===== src/rtl/tsa_pkg.sv =====
`timescale 1ns/1ps
package tsa_pkg;

   typedef enum logic [1:0] {
      TM_LINEAR = 2'd0,
      TM_XMAJ   = 2'd1,
      TM_YMAJ   = 2'd2,
      TM_STEN   = 2'd3
   } tile_mode_e;

   // every tile is one 4 KB block
   localparam int TILE_LOG2   = 12;
   // X layout: 512 bytes x 8 rows
   localparam int XT_COL_LOG2 = 9;
   localparam int XT_ROW_LOG2 = 3;
   // Y layout: 128 bytes x 32 rows
   localparam int YT_COL_LOG2 = 7;
   localparam int YT_ROW_LOG2 = 5;
   // W layout: 64 x 64 bytes logical, pitch counted in 128-byte units
   localparam int WT_COL_LOG2 = 6;
   localparam int WT_ROW_LOG2 = 6;
   localparam int WT_PIT_LOG2 = 7;
   // swizzle target bit
   localparam int SWZ_BIT     = 6;

endpackage


===== src/rtl/tsa_walker.sv =====
`timescale 1ns/1ps
module tsa_walker
   import tsa_pkg::*;
#(
   parameter int XW   = 14,
   parameter int YW   = 14,
   parameter int PW   = 16,
   parameter int BPPW = 3
) (
   input  logic            clk,
   input  logic            rst_n,
   input  logic            req_valid,
   output logic            req_ready,
   input  logic [XW-1:0]   req_x,
   input  logic [YW-1:0]   req_y,
   input  logic [PW-1:0]   req_pitch,
   input  tile_mode_e      req_mode,
   input  logic [BPPW-1:0] req_bpp,
   input  logic            req_swz,
   input  logic            req_walk,
   input  logic [XW-1:0]   req_wm1,
   input  logic [YW-1:0]   req_hm1,
   input  logic            adv,
   output logic            g_valid,
   output logic [XW-1:0]   g_x,
   output logic [YW-1:0]   g_y,
   output logic [PW-1:0]   g_pitch,
   output tile_mode_e      g_mode,
   output logic [BPPW-1:0] g_bpp,
   output logic            g_swz,
   output logic            g_last
);

   logic            busy;
   logic [XW-1:0]   cx, x0_q, xl_q;
   logic [YW-1:0]   cy, yl_q;
   logic [PW-1:0]   pit_q;
   tile_mode_e      mode_q;
   logic [BPPW-1:0] bpp_q;
   logic            swz_q;

   logic [XW-1:0]   ox0, oxl;
   logic [YW-1:0]   oyl;
   logic            row_end, take;

   always_comb begin
      if (busy) begin
         g_x     = cx;
         g_y     = cy;
         ox0     = x0_q;
         oxl     = xl_q;
         oyl     = yl_q;
         g_pitch = pit_q;
         g_mode  = mode_q;
         g_bpp   = bpp_q;
         g_swz   = swz_q;
      end else begin
         g_x     = req_x;
         g_y     = req_y;
         ox0     = req_x;
         oxl     = req_x + (req_walk ? req_wm1 : '0);
         oyl     = req_y + (req_walk ? req_hm1 : '0);
         g_pitch = req_pitch;
         g_mode  = req_mode;
         g_bpp   = req_bpp;
         g_swz   = req_swz;
      end
   end

   assign g_valid   = busy | req_valid;
   assign req_ready = adv & ~busy;
   assign row_end   = (g_x == oxl);
   assign g_last    = row_end && (g_y == oyl);
   assign take      = adv & g_valid;

   always_ff @(posedge clk or negedge rst_n) begin
      if (!rst_n) begin
         busy <= 1'b0;
      end else if (take) begin
         busy <= ~g_last;
      end
   end

   always_ff @(posedge clk) begin
      if (take) begin
         if (row_end) begin
            cx <= ox0;
            cy <= g_y + 1'b1;
         end else begin
            cx <= g_x + 1'b1;
            cy <= g_y;
         end
         x0_q   <= ox0;
         xl_q   <= oxl;
         yl_q   <= oyl;
         pit_q  <= g_pitch;
         mode_q <= g_mode;
         bpp_q  <= g_bpp;
         swz_q  <= g_swz;
      end
   end


   walk_gap_chk: assert property (@(posedge clk) disable iff (!rst_n)
      take && !g_last |=> g_valid && !req_ready);


   raster_step_chk: assert property (@(posedge clk) disable iff (!rst_n)
      take && !g_last && !row_end |=> (g_x == $past(g_x) + 1'b1) && (g_y == $past(g_y)));


   last_free_chk: assert property (@(posedge clk) disable iff (!rst_n)
      take && g_last |=> !busy);

endmodule


===== src/rtl/tsa_split.sv =====
`timescale 1ns/1ps
module tsa_split
   import tsa_pkg::*;
#(
   parameter int XW           = 14,
   parameter int YW           = 14,
   parameter int PW           = 16,
   parameter int BPPW         = 3,
   parameter int MAX_BPP_LOG2 = 4,
   parameter int UBW          = XW + MAX_BPP_LOG2
) (
   input  logic [XW-1:0]   x,
   input  logic [YW-1:0]   y,
   input  logic [PW-1:0]   pitch,
   input  tile_mode_e      mode,
   input  logic [BPPW-1:0] bpp,
   output logic [YW-1:0]   trow,
   output logic [UBW-1:0]  tcol,
   output logic [PW-1:0]   tpr,
   output logic [11:0]     intile
);

   logic [UBW-1:0] ub_opt [MAX_BPP_LOG2+1];
   logic [UBW-1:0] ub;

   // one pre-shifted byte column per element size
   for (genvar k = 0; k <= MAX_BPP_LOG2; k++) begin : g_elem
      assign ub_opt[k] = UBW'(x) << k;
   end

   always_comb begin
      ub = ub_opt[MAX_BPP_LOG2];
      for (int k = 0; k < MAX_BPP_LOG2; k++) begin
         if (int'(bpp) == k) ub = ub_opt[k];
      end
   end

   always_comb begin
      trow   = y;
      tpr    = pitch;
      tcol   = ub;
      intile = '0;
      case (mode)
         TM_XMAJ: begin
            trow   = y >> XT_ROW_LOG2;
            tpr    = pitch >> XT_COL_LOG2;
            tcol   = ub >> XT_COL_LOG2;
            intile = {y[2:0], ub[8:0]};
         end
         TM_YMAJ: begin
            trow   = y >> YT_ROW_LOG2;
            tpr    = pitch >> YT_COL_LOG2;
            tcol   = ub >> YT_COL_LOG2;
            intile = {ub[6:4], y[4:0], ub[3:0]};
         end
         TM_STEN: begin
            trow   = y >> WT_ROW_LOG2;
            tpr    = pitch >> WT_PIT_LOG2;
            tcol   = UBW'(x >> WT_COL_LOG2);
            intile = {x[5:3], y[5:2], x[2], y[1], x[1], y[0], x[0]};
         end
         default: begin
            trow   = y;
            tpr    = pitch;
            tcol   = ub;
            intile = '0;
         end
      endcase
   end

endmodule


===== src/rtl/tsa_place.sv =====
`timescale 1ns/1ps
module tsa_place
   import tsa_pkg::*;
#(
   parameter int YW          = 14,
   parameter int UBW         = 18,
   parameter int PW          = 16,
   parameter int AW          = 32,
   parameter bit SWZ_SUPPORT = 1'b1
) (
   input  tile_mode_e      mode,
   input  logic            swz,
   input  logic [YW-1:0]   trow,
   input  logic [UBW-1:0]  tcol,
   input  logic [PW-1:0]   tpr,
   input  logic [11:0]     intile,
   output logic [AW-1:0]   addr
);

   logic [AW-1:0] prod;
   logic [AW-1:0] tiled;
   logic          flip;

   // linear: row*pitch + byte column; tiled: tile row*tiles per row + tile column
   assign prod  = AW'(trow) * AW'(tpr) + AW'(tcol);
   assign tiled = (prod << TILE_LOG2) | AW'(intile);

   if (SWZ_SUPPORT) begin : g_swz
      always_comb begin
         case (mode)
            TM_XMAJ: flip = swz & (intile[9] ^ intile[10]);
            TM_YMAJ: flip = swz & intile[9];
            default: flip = 1'b0;
         endcase
      end
   end else begin : g_noswz
      assign flip = 1'b0;
   end

   assign addr = (mode == TM_LINEAR) ? prod : (tiled ^ (AW'(flip) << SWZ_BIT));

endmodule


===== src/rtl/tsa_addr_gen.sv =====
`timescale 1ns/1ps
module tsa_addr_gen
   import tsa_pkg::*;
#(
   parameter int XW           = 14,
   parameter int YW           = 14,
   parameter int PW           = 16,
   parameter int AW           = 32,
   parameter int BPPW         = 3,
   parameter int MAX_BPP_LOG2 = 4,
   parameter bit SWZ_SUPPORT  = 1'b1
) (
   input  logic            clk,
   input  logic            rst_n,
   input  logic            req_valid,
   output logic            req_ready,
   input  logic [XW-1:0]   req_x,
   input  logic [YW-1:0]   req_y,
   input  logic [PW-1:0]   req_pitch,
   input  logic [1:0]      req_mode,
   input  logic [BPPW-1:0] req_bpp,
   input  logic            req_swz,
   input  logic            req_walk,
   input  logic [XW-1:0]   req_wm1,
   input  logic [YW-1:0]   req_hm1,
   output logic            out_valid,
   input  logic            out_ready,
   output logic [AW-1:0]   out_addr,
   output logic            out_last
);

   localparam int UBW = XW + MAX_BPP_LOG2;

   if (XW < 6 || YW < 6 || UBW < 9 || PW < 10 || AW < 13 ||
       AW < UBW || AW < PW || AW < YW ||
       ((1 << BPPW) - 1) < MAX_BPP_LOG2) begin : g_bad_cfg
      $error("tsa_addr_gen: parameter set out of range");
   end

   logic            adv;
   logic            g_valid, g_swz, g_last;
   logic [XW-1:0]   g_x;
   logic [YW-1:0]   g_y;
   logic [PW-1:0]   g_pitch;
   tile_mode_e      g_mode;
   logic [BPPW-1:0] g_bpp;

   logic [YW-1:0]   sp_trow;
   logic [UBW-1:0]  sp_tcol;
   logic [PW-1:0]   sp_tpr;
   logic [11:0]     sp_intile;

   logic            s1_valid, s1_swz, s1_last;
   tile_mode_e      s1_mode;
   logic [BPPW-1:0] s1_bpp;
   logic [YW-1:0]   s1_trow;
   logic [UBW-1:0]  s1_tcol;
   logic [PW-1:0]   s1_tpr;
   logic [11:0]     s1_intile;
   logic [AW-1:0]   pl_addr;

   // whole pipeline moves when the output slot is free or being taken
   assign adv = ~out_valid | out_ready;

   tsa_walker #(.XW(XW), .YW(YW), .PW(PW), .BPPW(BPPW)) i_walk (
      .clk       (clk),
      .rst_n     (rst_n),
      .req_valid (req_valid),
      .req_ready (req_ready),
      .req_x     (req_x),
      .req_y     (req_y),
      .req_pitch (req_pitch),
      .req_mode  (tile_mode_e'(req_mode)),
      .req_bpp   (req_bpp),
      .req_swz   (req_swz),
      .req_walk  (req_walk),
      .req_wm1   (req_wm1),
      .req_hm1   (req_hm1),
      .adv       (adv),
      .g_valid   (g_valid),
      .g_x       (g_x),
      .g_y       (g_y),
      .g_pitch   (g_pitch),
      .g_mode    (g_mode),
      .g_bpp     (g_bpp),
      .g_swz     (g_swz),
      .g_last    (g_last)
   );

   tsa_split #(.XW(XW), .YW(YW), .PW(PW), .BPPW(BPPW),
               .MAX_BPP_LOG2(MAX_BPP_LOG2), .UBW(UBW)) i_split (
      .x      (g_x),
      .y      (g_y),
      .pitch  (g_pitch),
      .mode   (g_mode),
      .bpp    (g_bpp),
      .trow   (sp_trow),
      .tcol   (sp_tcol),
      .tpr    (sp_tpr),
      .intile (sp_intile)
   );

   always_ff @(posedge clk or negedge rst_n) begin
      if (!rst_n) begin
         s1_valid  <= 1'b0;
         out_valid <= 1'b0;
      end else if (adv) begin
         s1_valid  <= g_valid;
         out_valid <= s1_valid;
      end
   end

   always_ff @(posedge clk) begin
      if (adv) begin
         s1_mode   <= g_mode;
         s1_swz    <= g_swz;
         s1_last   <= g_last;
         s1_bpp    <= g_bpp;
         s1_trow   <= sp_trow;
         s1_tcol   <= sp_tcol;
         s1_tpr    <= sp_tpr;
         s1_intile <= sp_intile;
      end
   end


   elem_align_chk: assert property (@(posedge clk) disable iff (!rst_n)
      s1_valid && (s1_mode == TM_XMAJ || s1_mode == TM_YMAJ) &&
      (s1_bpp <= BPPW'(MAX_BPP_LOG2))
      |-> ((s1_intile & ((12'd1 << s1_bpp) - 12'd1)) == 12'd0));

   tsa_place #(.YW(YW), .UBW(UBW), .PW(PW), .AW(AW),
               .SWZ_SUPPORT(SWZ_SUPPORT)) i_place (
      .mode   (s1_mode),
      .swz    (s1_swz),
      .trow   (s1_trow),
      .tcol   (s1_tcol),
      .tpr    (s1_tpr),
      .intile (s1_intile),
      .addr   (pl_addr)
   );

   always_ff @(posedge clk) begin
      if (adv) begin
         out_addr <= pl_addr;
         out_last <= s1_last;
      end
   end


   fill_chk: assert property (@(posedge clk) disable iff (!rst_n)
      s1_valid && adv |=> out_valid);


   out_hold_chk: assert property (@(posedge clk) disable iff (!rst_n)
      out_valid && !out_ready |=> out_valid && $stable(out_addr) && $stable(out_last));

endmodule


===== config.mk =====
export PLATFORM = sky130hd
export DESIGN_NAME = tsa_addr_gen
export DESIGN_NICKNAME = d
export VERILOG_FILES = /design/src/rtl/tsa_pkg.sv /design/src/rtl/tsa_walker.sv /design/src/rtl/tsa_split.sv /design/src/rtl/tsa_place.sv /design/src/rtl/tsa_addr_gen.sv
export SDC_FILE = /design/constraint.sdc
export NUM_CORES = 1
export LEC_CHECK = 0
export BUFFER_PORTS_ARGS = -buffer_cell sky130_fd_sc_hd__buf_2
export CAP_MARGIN = 20
export CORE_MARGIN = 1.5
export CORE_UTILIZATION = 55
export CTS_BUF_LIST = sky130_fd_sc_hd__clkbuf_8
export DETAILED_ROUTE_END_ITERATION = 8
export PLACE_DENSITY = 0.86
export REMOVE_ABC_BUFFERS = 1
export SLEW_MARGIN = 20
export SYNTH_ARGS = -nofsm -noshare
export SYNTH_HDL_FRONTEND = slang
export SYNTH_SLANG_ARGS = --single-unit
export TNS_END_PERCENT = 10

===== constraint.sdc =====
create_clock -name clk -period 7 [get_ports clk]
set_input_delay 0.35 -clock clk [delete_from_list [all_inputs] [get_ports clk]]
set_output_delay 0.35 -clock clk [all_outputs]
set_load 0.005 [all_outputs]

After elaboration in Yosys (flattened, before gate mapping)
Index checks and enable logic that the tools add are counted.

Bits in registers: 192. Bits in latches: 0. RAM bits: 0. Memory bits (read-only): 0. Input port bits: 83. Word-level logic and storage cells: 76. Memories: 0.

Add/sub/neg operators: 5. $mul: 1. Divide/modulo/power cells: 0. Order comparisons: 0. Equal/unequal tests: 10. Shift operators: 0. Multiplexer cells: 23. Bitwise operators: 12. Reductions and logical operators: 4.

Operators with widths (count): $mux W14 (9); $mux W18 (4); $pmux W18 S3 (1); $pmux W14 S3 (1); $pmux W12 S3 (1); $mux W32 (1); $or A32 B12 Y32 (1); $pmux W16 S2 (1); $xor A32 B7 Y32 (1); $add A30 B18 Y31 (1); $mul A14 B16 Y30 (1); $add A14 B1 Y14 const B (2); $add A14 B14 Y14 (2); $eq A14 B14 Y1 (2); $mux W16 (1); $eq A2 B2 Y1 const B (3); $eq A3 B3 Y1 const B (2); $and A1 B1 Y1 (4); $eq A2 B1 Y1 const B (2); $eq A3 B2 Y1 const B (1); $logic_not A3 Y1 (1); $mux W3 (1); $not A1 Y1 (3); $logic_not A2 Y1 (1); 7 further kinds (8).

Logic depth before layout (Yosys ltp)
Gate-level depths: netlist of run 1.

Depth after elaboration: 7. Depth in mapped cells: 24.

Hierarchy
A second synthesis of run 1 with hierarchy kept.

Cells, all modules: 2008. Area total of the unflattened synthesis: 19910.3 µm².

By module, submodules not included: tsa_place (instances 1, cells each 1010, area each 8515.7 µm², sequential area each 0.0 µm²); tsa_walker (instances 1, cells each 682, area each 6849.1 µm², sequential area each 2787.7 µm²); tsa_addr_gen (instances 1, cells each 102, area each 2999.1 µm², sequential area each 2962.8 µm²); tsa_split (instances 1, cells each 214, area each 1546.5 µm², sequential area each 0.0 µm²).

Worst setup path after synthesis of run 1
OpenSTA, ideal clock, no wires.

Path type: register to register. Start: reg i_walk.busy. End: reg i_walk.bpp_q[0] (enable). Arrival time: 6.024 ns. Data required time: 6.457 ns. Setup slack: 0.433 ns. Cell stages (with the launch flop): 11. Path buffers: 8. Cells stage by stage: dfrtp_1 buf_2 buf_2 buf_2 buf_2 buf_2 buf_2 buf_2 buf_1 nor2_1 nor2_1.

Cells in the longest elaborated chain, start to end: 2.

Ends and longest elaborated chain: from (decl) (line tsa_walker.sv:34) `logic busy;`; from (signal assigned) (line tsa_walker.sv:80) `busy <= ~g_last;`; $or A1 B1 Y1 (line tsa_walker.sv:70) `assign g_valid = busy | req_valid;`; $and A1 B1 Y1 (line tsa_walker.sv:74) `assign take = adv & g_valid;`; named net i_walk.take (line tsa_walker.sv:44) `logic row_end, take;`; to (signal assigned) (line tsa_walker.sv:98) `bpp_q <= g_bpp;`; to (decl) (line tsa_walker.sv:39) `logic [BPPW-1:0] bpp_q;`.

The timed path passes the listed nets, and every way through them passes these cells. A chain may end at the register's enable or synchronous reset.

Final worst setup path of run 1
Start: reg s1_tpr[9]. End: reg out_addr[29], data pin.

Cells in the longest elaborated chain, start to end: 5.

Ends and longest elaborated chain: from (decl) (line tsa_addr_gen.sv:58) `logic [PW-1:0] s1_tpr;`; from (signal assigned) (line tsa_addr_gen.sv:121) `s1_tpr <= sp_tpr;`; $mul A14 B16 Y30 (*) (line tsa_place.sv:25) `assign prod = AW'(trow) * AW'(tpr) + AW'(tcol);`; $add A30 B18 Y31 (*) (line tsa_place.sv:25); $or A32 B12 Y32 (line tsa_place.sv:26) `assign tiled = (prod << TILE_LOG2) | AW'(intile);`; $xor A32 B7 Y32 (line tsa_place.sv:40) `assign addr = (mode == TM_LINEAR) ? prod : (tiled ^ (AW'(flip) << SWZ_BIT));`; $mux W32 (*) (line tsa_place.sv:40); named net i_place.addr[29] (line tsa_place.sv:17) `output logic [AW-1:0] addr`; to (signal assigned) (line tsa_addr_gen.sv:145) `out_addr <= pl_addr;`; to (decl) (line tsa_addr_gen.sv:28) `output logic [AW-1:0] out_addr,`.

Mark *: on every way through the listed nets, which the timed path passes. The rest lies on a longest branch.

==> key figures, run 1 <==
STA
  • Final Critical Period: 6640 ps
  • Fin Clk Skew: 20.8 ps
  • Setup violations, final: 0
  • Relative slew slack: 0.323
  • Period utilization: 0.949
  • RSZ-0062 raised after global routing: false
  • Final slew viol count: 0
  • Final Hold Vio Count: 0
  • Setup TNS: 0 ps
  • FMAX: 151 MHz
  • Worst-Margin Slew: 987 ps

Global route
  • Largest net degree at the start of global routing: 80
  • Total GRT Usage: 0.255
  • Initial antenna violation count: 0
  • GRT overflow: 0
  • First-pass GRT wire length: 73.5 mm
  • Vias in the first global route: 14500

Detailed routing
  • # DRC: 0
  • Via/cell ratio: 5.83
  • Drt initial violations: 1085
  • Iteration count of the initial detailed-routing pass: 6
  • Routed Antenna Nets: 0
  • Final WL: 45.4 mm
  • Routed length per instance: 18.2 um
  • Total vias in the final route: 14500

Yosys
  • Area leader, netlist: edfxtp_1
  • Area share of the largest cell type after synthesis: 0.292
  • Synth Flop Type: edfxtp_1
  • Post-synthesis sequential area ratio: 0.296
  • #FFs+latches synth: 192
  • Post-Synthesis Cells: 1957
  • Synth unique cells: 70
  • EDFF count, synth: 189
  • Synth async-reset ratio: 0.0156
  • Syn avg cell area: 9.93 sq um
  • Synth area leaders: edfxtp_1, fa_1, ha_1
  • Post-synthesis cell area: 19400 sq um
  • Synth Warn #: 0

Setup path
  • Worst path bufs/invs: 6
  • Crit-path slowest cell: edfxtp_1
  • R2R setup slack: 360 ps
  • Crit. End Element: flop
  • Worst path top cell family by delay: adder cells
  • Critical path type: flop to flop
  • Worst-path cell chain: and2_1 > fa_1 > inv_1 > fa_1 > inv_1 > fa_1 > inv_1 > fa_1 > inv_1 > fa_1 > inv_1 > fa_1 > inv_1 > ha_1 > nand4_1 > nor4b_1 > nand2_1 > a31oi_1 > a21oi_1 > o21ai_0 > a21oi_1 > xnor2_1 > mux2_2
  • Critical path launch point type: flop
  • Critical path arrival: 6900 ps
  • Worst Path Max Fanout: 14
  • Slowest stage delay, CP: 600 ps
  • Worst EP required: 7260 ps

Placed design
  • Buffers added on ports: 117
  • Placed Area: 20400 sq um
  • Dpl hpwl: 35.5 mm
  • Placed Cells: 2462
  • GPL Wtd Cong: 0.913

Power and ir drop
  • Total power after layout: 9.34 mW
  • Worst vdd rail ir drop: 0.000716 V
  • Pwr/cell area: 448 nW/um^2
  • Leak pwr: 9.36 nW

Run status
  • Status: completed

Hold path
  • Worst hold path class: primary input to flop

Cells and area
  • Syn-to-layout area delta: 7.38%
  • Layout Cells excl Fill: 2495
  • Fill cells: 2786
  • Most frequent cells in the layout: nand2_1, inv_1, edfxtp_1, fa_1, and2_1
  • Final nets: 2423
  • Leading cell type in the layout, fill and taps excluded: nand2_1
  • Ant. Diodes: 0
  • Layout cells sized above 1: 0.127
  • Fin area: 20900 sq um

Floorplanning
  • Die area: 36500 sq um
  • FP Rows: 68
  • Die Y-Extent: 191 um
  • IO Count: 118
  • Initial core utilization: 0.561
  • Die W: 191 um
  • CORE AREA: 34600 sq um

Clock tree
  • Clock insertion delay at the later pin of the skew report: 490 ps
  • H-tree levels: 4
  • CTS root buffer: clkbuf_8
  • Clk sinks: 192
  • Max clock buf depth: 2
  • TritonCTS buffer count: 17
  • Clk pin slew, worst setup/hold paths: 120 ps
  • TritonCTS clock tree: built

Job
  • Max Cap Viol: 0
[kinds of logic after synthesis]
family	count (synthesis)	synth area share
compound gates	308	0.0995
simple gates	637	0.167
flops	192	0.296
xor+xnor	109	0.0513
buf+inv	302	0.0599
fa+ha+maj	314	0.274
mux	95	0.0524
[area by class of cell]
| cell class | count | area, sq um | share of cell area |
|---|---|---|---|
| multi-input combinational | 1463 | 12500 | 0.601 |
| inverter | 208 | 783 | 0.0376 |
| sequential | 192 | 5750 | 0.276 |
| timing repair buffer | 145 | 798 | 0.0383 |
| tap | 455 | 569 | 0.0273 |
| clock inverter | 15 | 180 | 0.00864 |
| clock buffer | 17 | 234 | 0.0112 |
[power breakdown]
| group | internal, mW | switching [mW] | leakage (nW) |
|---|---|---|---|
| logic | 2.80 | 4.01 | 7.26 |
| clock network | 0.330 | 0.452 | 0.209 |
| registers | 1.65 | 0.0909 | 1.90 |
[registers in the layout (all words and copies together) (netlist names), 2 cells and up]
register / count
i_walk.yl_q: 14
out_addr: 32
s1_tpr: 16
i_walk.xl_q: 14
s1_mode: 2
i_walk.mode_q: 2
s1_intile: 12
i_walk.x0_q: 14
i_walk.pit_q: 16
s1_trow: 14
s1_tcol: 18
i_walk.cx: 14
i_walk.cy: 14
i_walk.bpp_q: 3
[synth_stat cells, types with 3 or more instances]
cell type and count:
a211o_1 3, a211oi_1 26, a21o_1 29, a21oi_1 78
a311oi_1 4, a31o_2 5, a31oi_1 7, and2_1 161
and3_1 8, buf_1 6, buf_2 15, clkbuf_1 71
clkinv_1 3, dfrtp_1 3, edfxtp_1 189, fa_1 186
ha_1 127, inv_1 204, mux2_2 54, mux2i_1 41
nand2_1 228, nand2b_1 17, nand3_1 18, nand3b_1 9
nand4_1 7, nor2_1 96, nor2b_1 18, nor3_1 17
nor3b_1 11, nor4_1 7, nor4_2 3, nor4b_1 5
o211ai_1 11, o21a_1 6, o21ai_0 89, o21bai_1 8
o22ai_1 8, o31ai_1 14, o32ai_1 3, or2_2 6
or3_1 11, or4_1 5, xnor2_1 61, xnor3_1 3
xor2_1 45
[stage by stage]
| step | hold WS [ps] | utilization | setup WS (ps) |
|---|---|---|---|
| final | 157 | 0.602 | 356 |
| after CTS | 142 | 0.602 | 315 |
| after detailed placement | 155 | 0.590 | 342 |
| after floorplan | 54.4 | - | -923 |
| after global routing | 161 | 0.602 | 58.2 |
| after global placement | 149 | 0.590 | 485 |
[worst reg2reg max path, cell delays in order (launching register included)]
cell,delay (ps)
edfxtp_1,600
and2_1,270
fa_1,500
inv_1,60
fa_1,550
inv_1,60
fa_1,510
inv_1,60
fa_1,530
inv_1,50
fa_1,480
inv_1,50
fa_1,470
inv_1,40
ha_1,340
nand4_1,150
nor4b_1,280
nand2_1,110
a31oi_1,410
a21oi_1,190
o21ai_0,220
a21oi_1,110
xnor2_1,120
mux2_2,260
[repair_timing]
item                                    CTS  global route
endpoints found under the setup margin    0             3
hold buffers                              1             0
buffers inserted                          0             0
resized for setup                         0             1
endpoints found under the hold margin     3             0
[routing by layer]
layer | GRT usage | up-vias | part of all wire
li1 | - | 6740 | -
met1 | 0.335 | 7125 | 0.42
met2 | 0.436 | 597 | 0.49
met3 | 0.0395 | 79 | 0.066
met4 | 0.0763 | 0 | 0.023
met5 | 0 | - | 0
[path summary, 6_finish.rpt]
path / startpoint / to / cells past startpoint
max: s1_tpr[9]$_DFFE_PN_ / out_addr[29]$_DFFE_PN_ / 23
min: req_valid / i_walk.busy$_DFFE_PN0P_ / 3
max reg2reg: s1_tpr[9]$_DFFE_PN_ / out_addr[29]$_DFFE_PN_ / 23
min reg2reg: s1_last$_DFFE_PN_ / out_last$_DFFE_PN_ / 0
max in group asynchronous: rst_n / i_walk.busy$_DFFE_PN0P_ / 2
min in group asynchronous: rst_n / i_walk.busy$_DFFE_PN0P_ / 2
(Power assumes the default switching activity.)
==> run 2, diff against run 1 <==
--- a/config.mk
+++ b/config.mk
@@ -16,5 +16,6 @@
 export SLEW_MARGIN = 20
 export SYNTH_ARGS = -nofsm -noshare
 export SYNTH_HDL_FRONTEND = slang
+export SYNTH_HIERARCHICAL = 1
 export SYNTH_SLANG_ARGS = --single-unit
 export TNS_END_PERCENT = 10
==> run 2 against run 1 <==
Via count up 2.5%. Non-clock buffer count down 13. Sequential share of layout area down 0.45 points. Register-to-register slack better by 110 ps. Synthesized cell count up 2.6%. Combinational power up 12%. Flip-flop and latch count unchanged. Cell count up 1.5%. Worst setup slack better by 110 ps. Clock power about the same.
==> key figures, run 2 <==
Run status
  • Status: completed (unchanged)

Detailed routing
  • Routed length per instance: 19.2 um (was 18.2 um)
  • Total vias in the final route: 14900 (was 14500)
  • Drt initial violations: 1049 (was 1085)
  • Iteration count of the initial detailed-routing pass: 6 (unchanged)
  • Final WL: 48.6 mm (was 45.4 mm)
  • Via/cell ratio: 5.88 (was 5.83)
  • # DRC: 0 (unchanged)
  • Routed Antenna Nets: 0 (unchanged)

STA
  • Period utilization: 0.933 (was 0.949)
  • Final slew viol count: 0 (unchanged)
  • Final Critical Period: 6530 ps (was 6640 ps)
  • Fin Clk Skew: 27.8 ps (was 20.8 ps)
  • FMAX: 153 MHz (was 151 MHz)
  • RSZ-0062 raised after global routing: false (unchanged)
  • Final Hold Vio Count: 0 (unchanged)
  • Setup TNS: 0 ps (unchanged)
  • Worst-Margin Slew: 968 ps (was 987 ps)
  • Setup violations, final: 0 (unchanged)
  • Relative slew slack: 0.354 (was 0.323)

Setup path
  • Worst path top cell family by delay: adder cells (unchanged)
  • Worst EP required: 7250 ps (was 7260 ps)
  • Critical path type: flop to flop (unchanged)
  • Critical path launch point type: flop (unchanged)
  • Worst path bufs/invs: 6 (unchanged)
  • Crit. End Element: flop (unchanged)
  • R2R setup slack: 470 ps (was 360 ps)
  • Reg-to-reg endpoint: out_addr[16]$_DFFE_PP_ (was out_addr[29]$_DFFE_PN_)
  • Critical path arrival: 6790 ps (was 6900 ps)
  • Worst Path Max Fanout: 14 (unchanged)
  • Slowest stage delay, CP: 640 ps (was 600 ps)
  • Crit-path slowest cell: edfxtp_1 (unchanged)
  • Reg2reg path depth: 21 (was 23)
  • Worst-path cell chain: and2_1 > fa_1 > inv_1 > fa_1 > inv_1 > fa_1 > inv_1 > fa_1 > inv_1 > fa_1 > inv_1 > fa_1 > inv_1 > ha_1 > a21oi_1 > a21oi_1 > a21bo_4 > a21oi_1 > or3_1 > a21oi_1 > nor2_1 (was and2_1 > fa_1 > inv_1 > fa_1 > inv_1 > fa_1 > inv_1 > fa_1 > inv_1 > fa_1 > inv_1 > fa_1 > inv_1 > ha_1 > nand4_1 > nor4b_1 > nand2_1 > a31oi_1 > a21oi_1 > o21ai_0 > a21oi_1 > xnor2_1 > mux2_2)
  • R2R Path Start: s1_tpr[5]$_DFFE_PP_ (was s1_tpr[9]$_DFFE_PN_)

Clock tree
  • CTS root buffer: clkbuf_8 (unchanged)
  • TritonCTS clock tree: built (unchanged)
  • Max clock buf depth: 2 (unchanged)
  • Clk sinks: 192 (unchanged)
  • H-tree levels: 4 (unchanged)
  • TritonCTS buffer count: 17 (unchanged)
  • Post-CTS Setup Bufs: 0 (unchanged)
  • Clock insertion delay at the later pin of the skew report: 520 ps (was 490 ps)
  • Clk pin slew, worst setup/hold paths: 110 ps (was 120 ps)

Floorplanning
  • Die Y-Extent: 193 um (was 191 um)
  • Die area: 37400 sq um (was 36500 sq um)
  • Initial core utilization: 0.560 (was 0.561)
  • IO Count: 118 (unchanged)
  • CORE AREA: 35600 sq um (was 34600 sq um)
  • FP Rows: 69 (was 68)
  • Die W: 193 um (was 191 um)

Hold path
  • Worst hold path class: primary input to flop (unchanged)
  • Hold_sp: req_valid (unchanged)
  • Hold path depth: 3 (unchanged)
  • Hold Path Sink: i_walk/busy$_DFFE_PN0P_ (was i_walk.busy$_DFFE_PN0P_)

Yosys
  • #FFs+latches synth: 192 (unchanged)
  • Synth Warn #: 6 (was 0)
  • Post-Synthesis Cells: 2008 (was 1957)
  • EDFF count, synth: 189 (unchanged)
  • Synth Flop Type: edfxtp_1 (unchanged)
  • Synth async-reset ratio: 0.0156 (unchanged)
  • Synth area leaders: edfxtp_1, fa_1, ha_1 (unchanged)
  • Post-synthesis sequential area ratio: 0.289 (was 0.296)
  • Area leader, netlist: edfxtp_1 (unchanged)
  • Count leader, synth: nand2_1 (unchanged)
  • Synth unique cells: 87 (was 70)
  • Top cells by count, synth: nand2_1, inv_1, edfxtp_1, fa_1, and2_1 (unchanged)
  • Post-synthesis cell area: 19900 sq um (was 19400 sq um)
  • Area share of the largest cell type after synthesis: 0.285 (was 0.292)
  • Syn avg cell area: 9.92 sq um (was 9.93 sq um)

Cells and area
  • Largest reg by FF count: out_addr (unchanged)
  • Fin area: 21200 sq um (was 20900 sq um)
  • Biggest regs: out_addr x32, s1_tcol x18 (unchanged)
  • Layout cells sized above 1: 0.121 (was 0.127)
  • Utilization after layout: 0.596 (was 0.602)
  • Multi-input gate area in the final layout: 12800 sq um (was 12500 sq um)
  • Register area: 5750 sq um (unchanged)
  • Most frequent cells in the layout: nand2_1, inv_1, edfxtp_1, fa_1, and2_1 (unchanged)
  • Leading cell type in the layout, fill and taps excluded: nand2_1 (unchanged)
  • Ant. Diodes: 0 (unchanged)
  • Final nets: 2455 (was 2423)
  • Fill cells: 2977 (was 2786)
  • Syn-to-layout area delta: 6.52% (was 7.38%)
  • Max reg flops: 32 (unchanged)

Global route
  • Total GRT Usage: 0.264 (was 0.255)
  • Initial antenna violation count: 0 (unchanged)
  • Vias in the first global route: 15200 (was 14500)
  • GRT overflow: 0 (unchanged)
  • First-pass GRT wire length: 79.1 mm (was 73.5 mm)
  • Largest net degree at the start of global routing: 75 (was 80)

Power and ir drop
  • Leak pwr: 9.49 nW (was 9.36 nW)
  • Total power after layout: 10.2 mW (was 9.34 mW)
  • Pwr/cell area: 479 nW/um^2 (was 448 nW/um^2)
  • Worst vdd rail ir drop: 0.000656 V (was 0.000716 V)

Placed design
  • Buffers added on ports: 117 (unchanged)
  • GPL Wtd Cong: 0.948 (was 0.913)
  • Placed Area: 20800 sq um (was 20400 sq um)
  • Dpl hpwl: 38.0 mm (was 35.5 mm)

Job
  • Max Cap Viol: 0 (unchanged)
==> run 2: cell count changes after synthesis, moves of 10 or more <==
cell	delta
nand2_1	+38
nor2_1	-50
xnor2_1	+13
a211oi_1	-18
and2_1	+11
mux4_2	+14
nand3_1	+10
inv_1	+44
nor3_1	+12
nand4_1	+13
==> run 2: cell families (layout without fill, tap and decap cells) <==
family                     count (synthesis)  in the layout  share of synthesized area
and+or+nand+nor                          623            623                      0.157
buffers and inverters                    349            413                     0.0673
adders and majority gates                313            313                      0.267
AOI/OAI and AO/OA                        305            305                     0.0987
DFF                                      192            192                      0.289
xor gates and xnor gates                 119            119                     0.0545
muxes                                    107            107                     0.0671
==> run 2: timing repair <==
item / in CTS / in global routing
resized for setup: 0 / 0
endpoints found under the hold margin: 3 / 0
hold buffers: 1 / 0
==> run 2: stage by stage <==
stage                     setup WS (ps)  instances  hold WS (ps)
after floorplan                     228       1908          54.4
after global placement              554       2500           148
after detailed placement            470       2500           155
after CTS                           466       2533           112
after global routing                217       2533           149
final                               467       2533           139
==> run 2: power breakdown <==
group          total [mW]  internal, mW  switching (mW)  leakage, nW
combinational        7.62          2.79            4.83         7.39
sequential           1.75          1.65           0.105         1.90
clock               0.783         0.278           0.505        0.204
==> run 2: worst max-delay path by stage <==
stage / slack [ps] / end / cells after the start / start
after detailed placement: 470 / out_addr[16]$_DFFE_PP_ / 21 / s1_tpr[5]$_DFFE_PP_
final: 470 / out_addr[16]$_DFFE_PP_ / 21 / s1_tpr[5]$_DFFE_PP_
after global routing: 220 / out_addr[16]$_DFFE_PP_ / 21 / s1_tpr[5]$_DFFE_PP_
after CTS: 470 / out_addr[16]$_DFFE_PP_ / 21 / s1_tpr[5]$_DFFE_PP_
after global placement: 550 / out_addr[23]$_DFFE_PP_ / 19 / s1_tpr[8]$_DFFE_PP_
after floorplan: 230 / i_walk/cx[1]$_DFFE_PP_ / 7 / i_walk/busy$_DFFE_PN0P_
==> run 2: tightest hold or removal path, stage by stage <==
cell and delay, ps:
buf_2 90, a21oi_1 50, a21oi_1 110
==> run 2: area by class of cell <==
type	instances	area share
timing repair buffer	132	0.0330
multi-input combinational	1467	0.605
tap	461	0.0272
clock buffer	17	0.0110
sequential	192	0.271
clock inverter	15	0.00850
inverter	249	0.0441
==> run 2: metal layers <==
layer  wire, um  up-vias  track usage  part of all wire
li1           -     6876            -                 -
met1      20000     7378        0.347              0.41
met2      24200      571        0.451              0.50
met3       3050       78       0.0368             0.063
met4       1330        0       0.0858             0.027
met5          0        -            0                 0
==> run 3, diff against run 2 <==
--- a/config.mk
+++ b/config.mk
@@ -12,6 +12,7 @@
 export CTS_BUF_LIST = sky130_fd_sc_hd__clkbuf_8
 export DETAILED_ROUTE_END_ITERATION = 8
 export PLACE_DENSITY = 0.86
+export RECOVER_POWER = 25
 export REMOVE_ABC_BUFFERS = 1
 export SLEW_MARGIN = 20
 export SYNTH_ARGS = -nofsm -noshare
==> run 3 against run 2 <==
The run now ends with max-capacitance violations, max-slew violations left. Core utilization fell by 0.12 points. Flip-flop and latch count stayed put. Sequential share of layout area is essentially flat. Die area unchanged. Register-to-register slack barely moved. Via count increased by 0.34%. Critical path depth stayed put. Global-route usage is the same. Power shrank 0.22%. Worst hold slack got worse by 2.2 ps. Highest routed layer unchanged.
==> key figures, run 3 (synthesis results as in run 2) <==
STA
  • Final Hold Vio Count: 0 (unchanged)
  • Setup violations, final: 0 (unchanged)
  • Worst-Margin Slew: 3150 ps (was 968 ps)
  • Final slew viol count: 158 (was 0)
  • Relative slew slack: -1.10 (was 0.354)
  • Period utilization: 0.933 (about the same)
  • Fin Clk Skew: 28.2 ps (was 27.8 ps)
  • FMAX: 153 MHz (about the same)
  • Setup TNS: 0 ps (unchanged)
  • RSZ-0062 raised after global routing: false (unchanged)
  • Final WS setup: 468 ps (was 467 ps)
  • Final Critical Period: 6530 ps (about the same)

Clock tree
  • Clock insertion delay at the later pin of the skew report: 520 ps (about the same)
  • TritonCTS buffer count: 17 (unchanged)
  • Max clock buf depth: 2 (unchanged)
  • Clk pin slew, worst setup/hold paths: 110 ps (about the same)
  • CTS root buffer: clkbuf_8 (unchanged)
  • H-tree levels: 4 (unchanged)
  • Post-CTS sizing: 0 (unchanged)
  • Clk sinks: 192 (unchanged)
  • Post-CTS Setup Bufs: 0 (unchanged)
  • TritonCTS clock tree: built (unchanged)

Detailed routing
  • # DRC: 0 (unchanged)
  • Iteration count of the initial detailed-routing pass: 6 (unchanged)
  • Via/cell ratio: 5.90 (was 5.88)
  • Final WL: 48.6 mm (about the same)
  • Routed length per instance: 19.2 um (about the same)
  • Routed Antenna Nets: 0 (unchanged)
  • Total vias in the final route: 15000 (was 14900)
  • Drt initial violations: 1025 (was 1049)

Cells and area
  • Most frequent cells in the layout: nand2_1, inv_1, edfxtp_1, fa_1, and2_1 (unchanged)
  • Largest reg by FF count: out_addr (unchanged)
  • Leading cell type in the layout, fill and taps excluded: nand2_1 (unchanged)
  • Biggest regs: out_addr x32, s1_tcol x18 (unchanged)
  • Layout Cells excl Fill: 2533 (unchanged)
  • Syn-to-layout area delta: 6.31% (was 6.52%)
  • Final nets: 2455 (unchanged)
  • Layout cells sized above 1: 0.104 (was 0.121)
  • Utilization after layout: 0.595 (was 0.596)
  • Ant. Diodes: 0 (unchanged)
  • Max reg flops: 32 (unchanged)

Setup path
  • Worst Path Max Fanout: 14 (unchanged)
  • Crit-path slowest cell: edfxtp_1 (unchanged)
  • Slowest stage delay, CP: 650 ps (was 640 ps)
  • Worst-path cell chain: and2_1 > fa_1 > inv_1 > fa_1 > inv_1 > fa_1 > inv_1 > fa_1 > inv_1 > fa_1 > inv_1 > fa_1 > inv_1 > ha_1 > a21oi_1 > a21oi_1 > a21bo_4 > a21oi_1 > or3_1 > a21oi_1 > nor2_1 (unchanged)
  • Reg-to-reg endpoint: out_addr[16]$_DFFE_PP_ (unchanged)
  • Critical path type: flop to flop (unchanged)
  • R2R Path Start: s1_tpr[5]$_DFFE_PP_ (unchanged)
  • Critical path launch point type: flop (unchanged)
  • Worst EP required: 7260 ps (was 7250 ps)
  • R2R setup slack: 470 ps (about the same)
  • Critical path arrival: 6790 ps (about the same)
  • Crit. End Element: flop (unchanged)
  • Reg2reg path depth: 21 (unchanged)
  • CP startpoint: s1_tpr[5]$_DFFE_PP_ (unchanged)

Hold path
  • Hold Path Sink: i_walk/busy$_DFFE_PN0P_ (unchanged)
  • Hold_sp: req_valid (unchanged)
  • Hold path depth: 3 (unchanged)
  • Worst hold path class: primary input to flop (unchanged)

Global route
  • Total GRT Usage: 0.264 (unchanged)
  • Largest net degree at the start of global routing: 75 (unchanged)
  • GRT overflow: 0 (unchanged)
  • Initial antenna violation count: 0 (unchanged)
  • Vias in the first global route: 15200 (unchanged)
  • First-pass GRT wire length: 79.1 mm (unchanged)

Placed design
  • Dpl hpwl: 38.0 mm (unchanged)
  • GPL Wtd Cong: 0.948 (unchanged)
  • Setup WS pre-CTS: 470 ps (unchanged)
  • Buffers added on ports: 117 (unchanged)
  • Placed Cells: 2500 (unchanged)

Run status
  • Violations in the final reports: max-capacitance violations, max-slew violations
  • Status: finished, violations left (was completed)

Floorplanning
  • Die area: 37400 sq um (unchanged)
  • Initial core utilization: 0.560 (unchanged)
  • IO Count: 118 (unchanged)
  • FP Rows: 69 (unchanged)
  • Die W: 193 um (unchanged)
  • CORE AREA: 35600 sq um (unchanged)
  • Die Y-Extent: 193 um (unchanged)

Power and ir drop
  • Worst vdd rail ir drop: 0.000656 V (about the same)
  • Leak pwr: 9.43 nW (was 9.49 nW)
  • Pwr/cell area: 479 nW/um^2 (about the same)

Job
  • Max Cap Viol: 3 (was 0)
## run 3: where the power goes
part / switching [mW] / internal (mW) / leakage (nW)
registers: 0.106 / 1.65 / 1.90
logic: 4.81 / 2.78 / 7.33
clock network: 0.508 / 0.278 / 0.204
## run 3: cell type report
cell class	instances	area (sq um)
clock inverter	15	180
tap	461	577
inverter	249	935
clock buffer	17	234
multi-input combinational	1467	12800
timing repair buffer	132	674
fill	2997	14400
sequential	192	5750
## run 3: per-stage QoR
stage,power [mW],instance area (sq um),hold slack [ps]
after floorplan,7.01,19500,54.4
after global placement,9.26,20800,148
after detailed placement,9.32,20800,155
after CTS,10.1,21200,112
after global routing,11.0,21200,149
final,10.1,21200,137
## run 3: critical path, delay by kind of cell, from the launching register on
family,cells,cell delay [ps]
fa+ha+maj,7,3460
compound gates,5,1100
simple gates,3,760
flops,1,650
buf+inv,6,330
## run 3: layer usage
layer,vias up,track usage,routed length [um]
met3,93,0.0368,2960
met5,-,0,0
met2,573,0.451,24200
li1,6875,-,-
met1,7413,0.347,20000
met4,0,0.0858,1440
## run 3: timing repair
item                       4_1_cts  5_1_grt
hold buffers                     1        0
setup endpoints to repair        0        0
hold endpoints to repair         3        0
## run 3: how the worst max path moves through the flow
stage                                   to  slack [ps]  depth (start not counted)
global route        out_addr[16]$_DFFE_PP_         220                         21
floorplan           i_walk/cx[1]$_DFFE_PP_         230                          7
detailed placement  out_addr[16]$_DFFE_PP_         470                         21
global placement    out_addr[23]$_DFFE_PP_         550                         19
CTS                 out_addr[16]$_DFFE_PP_         470                         21
finish              out_addr[16]$_DFFE_PP_         470                         21
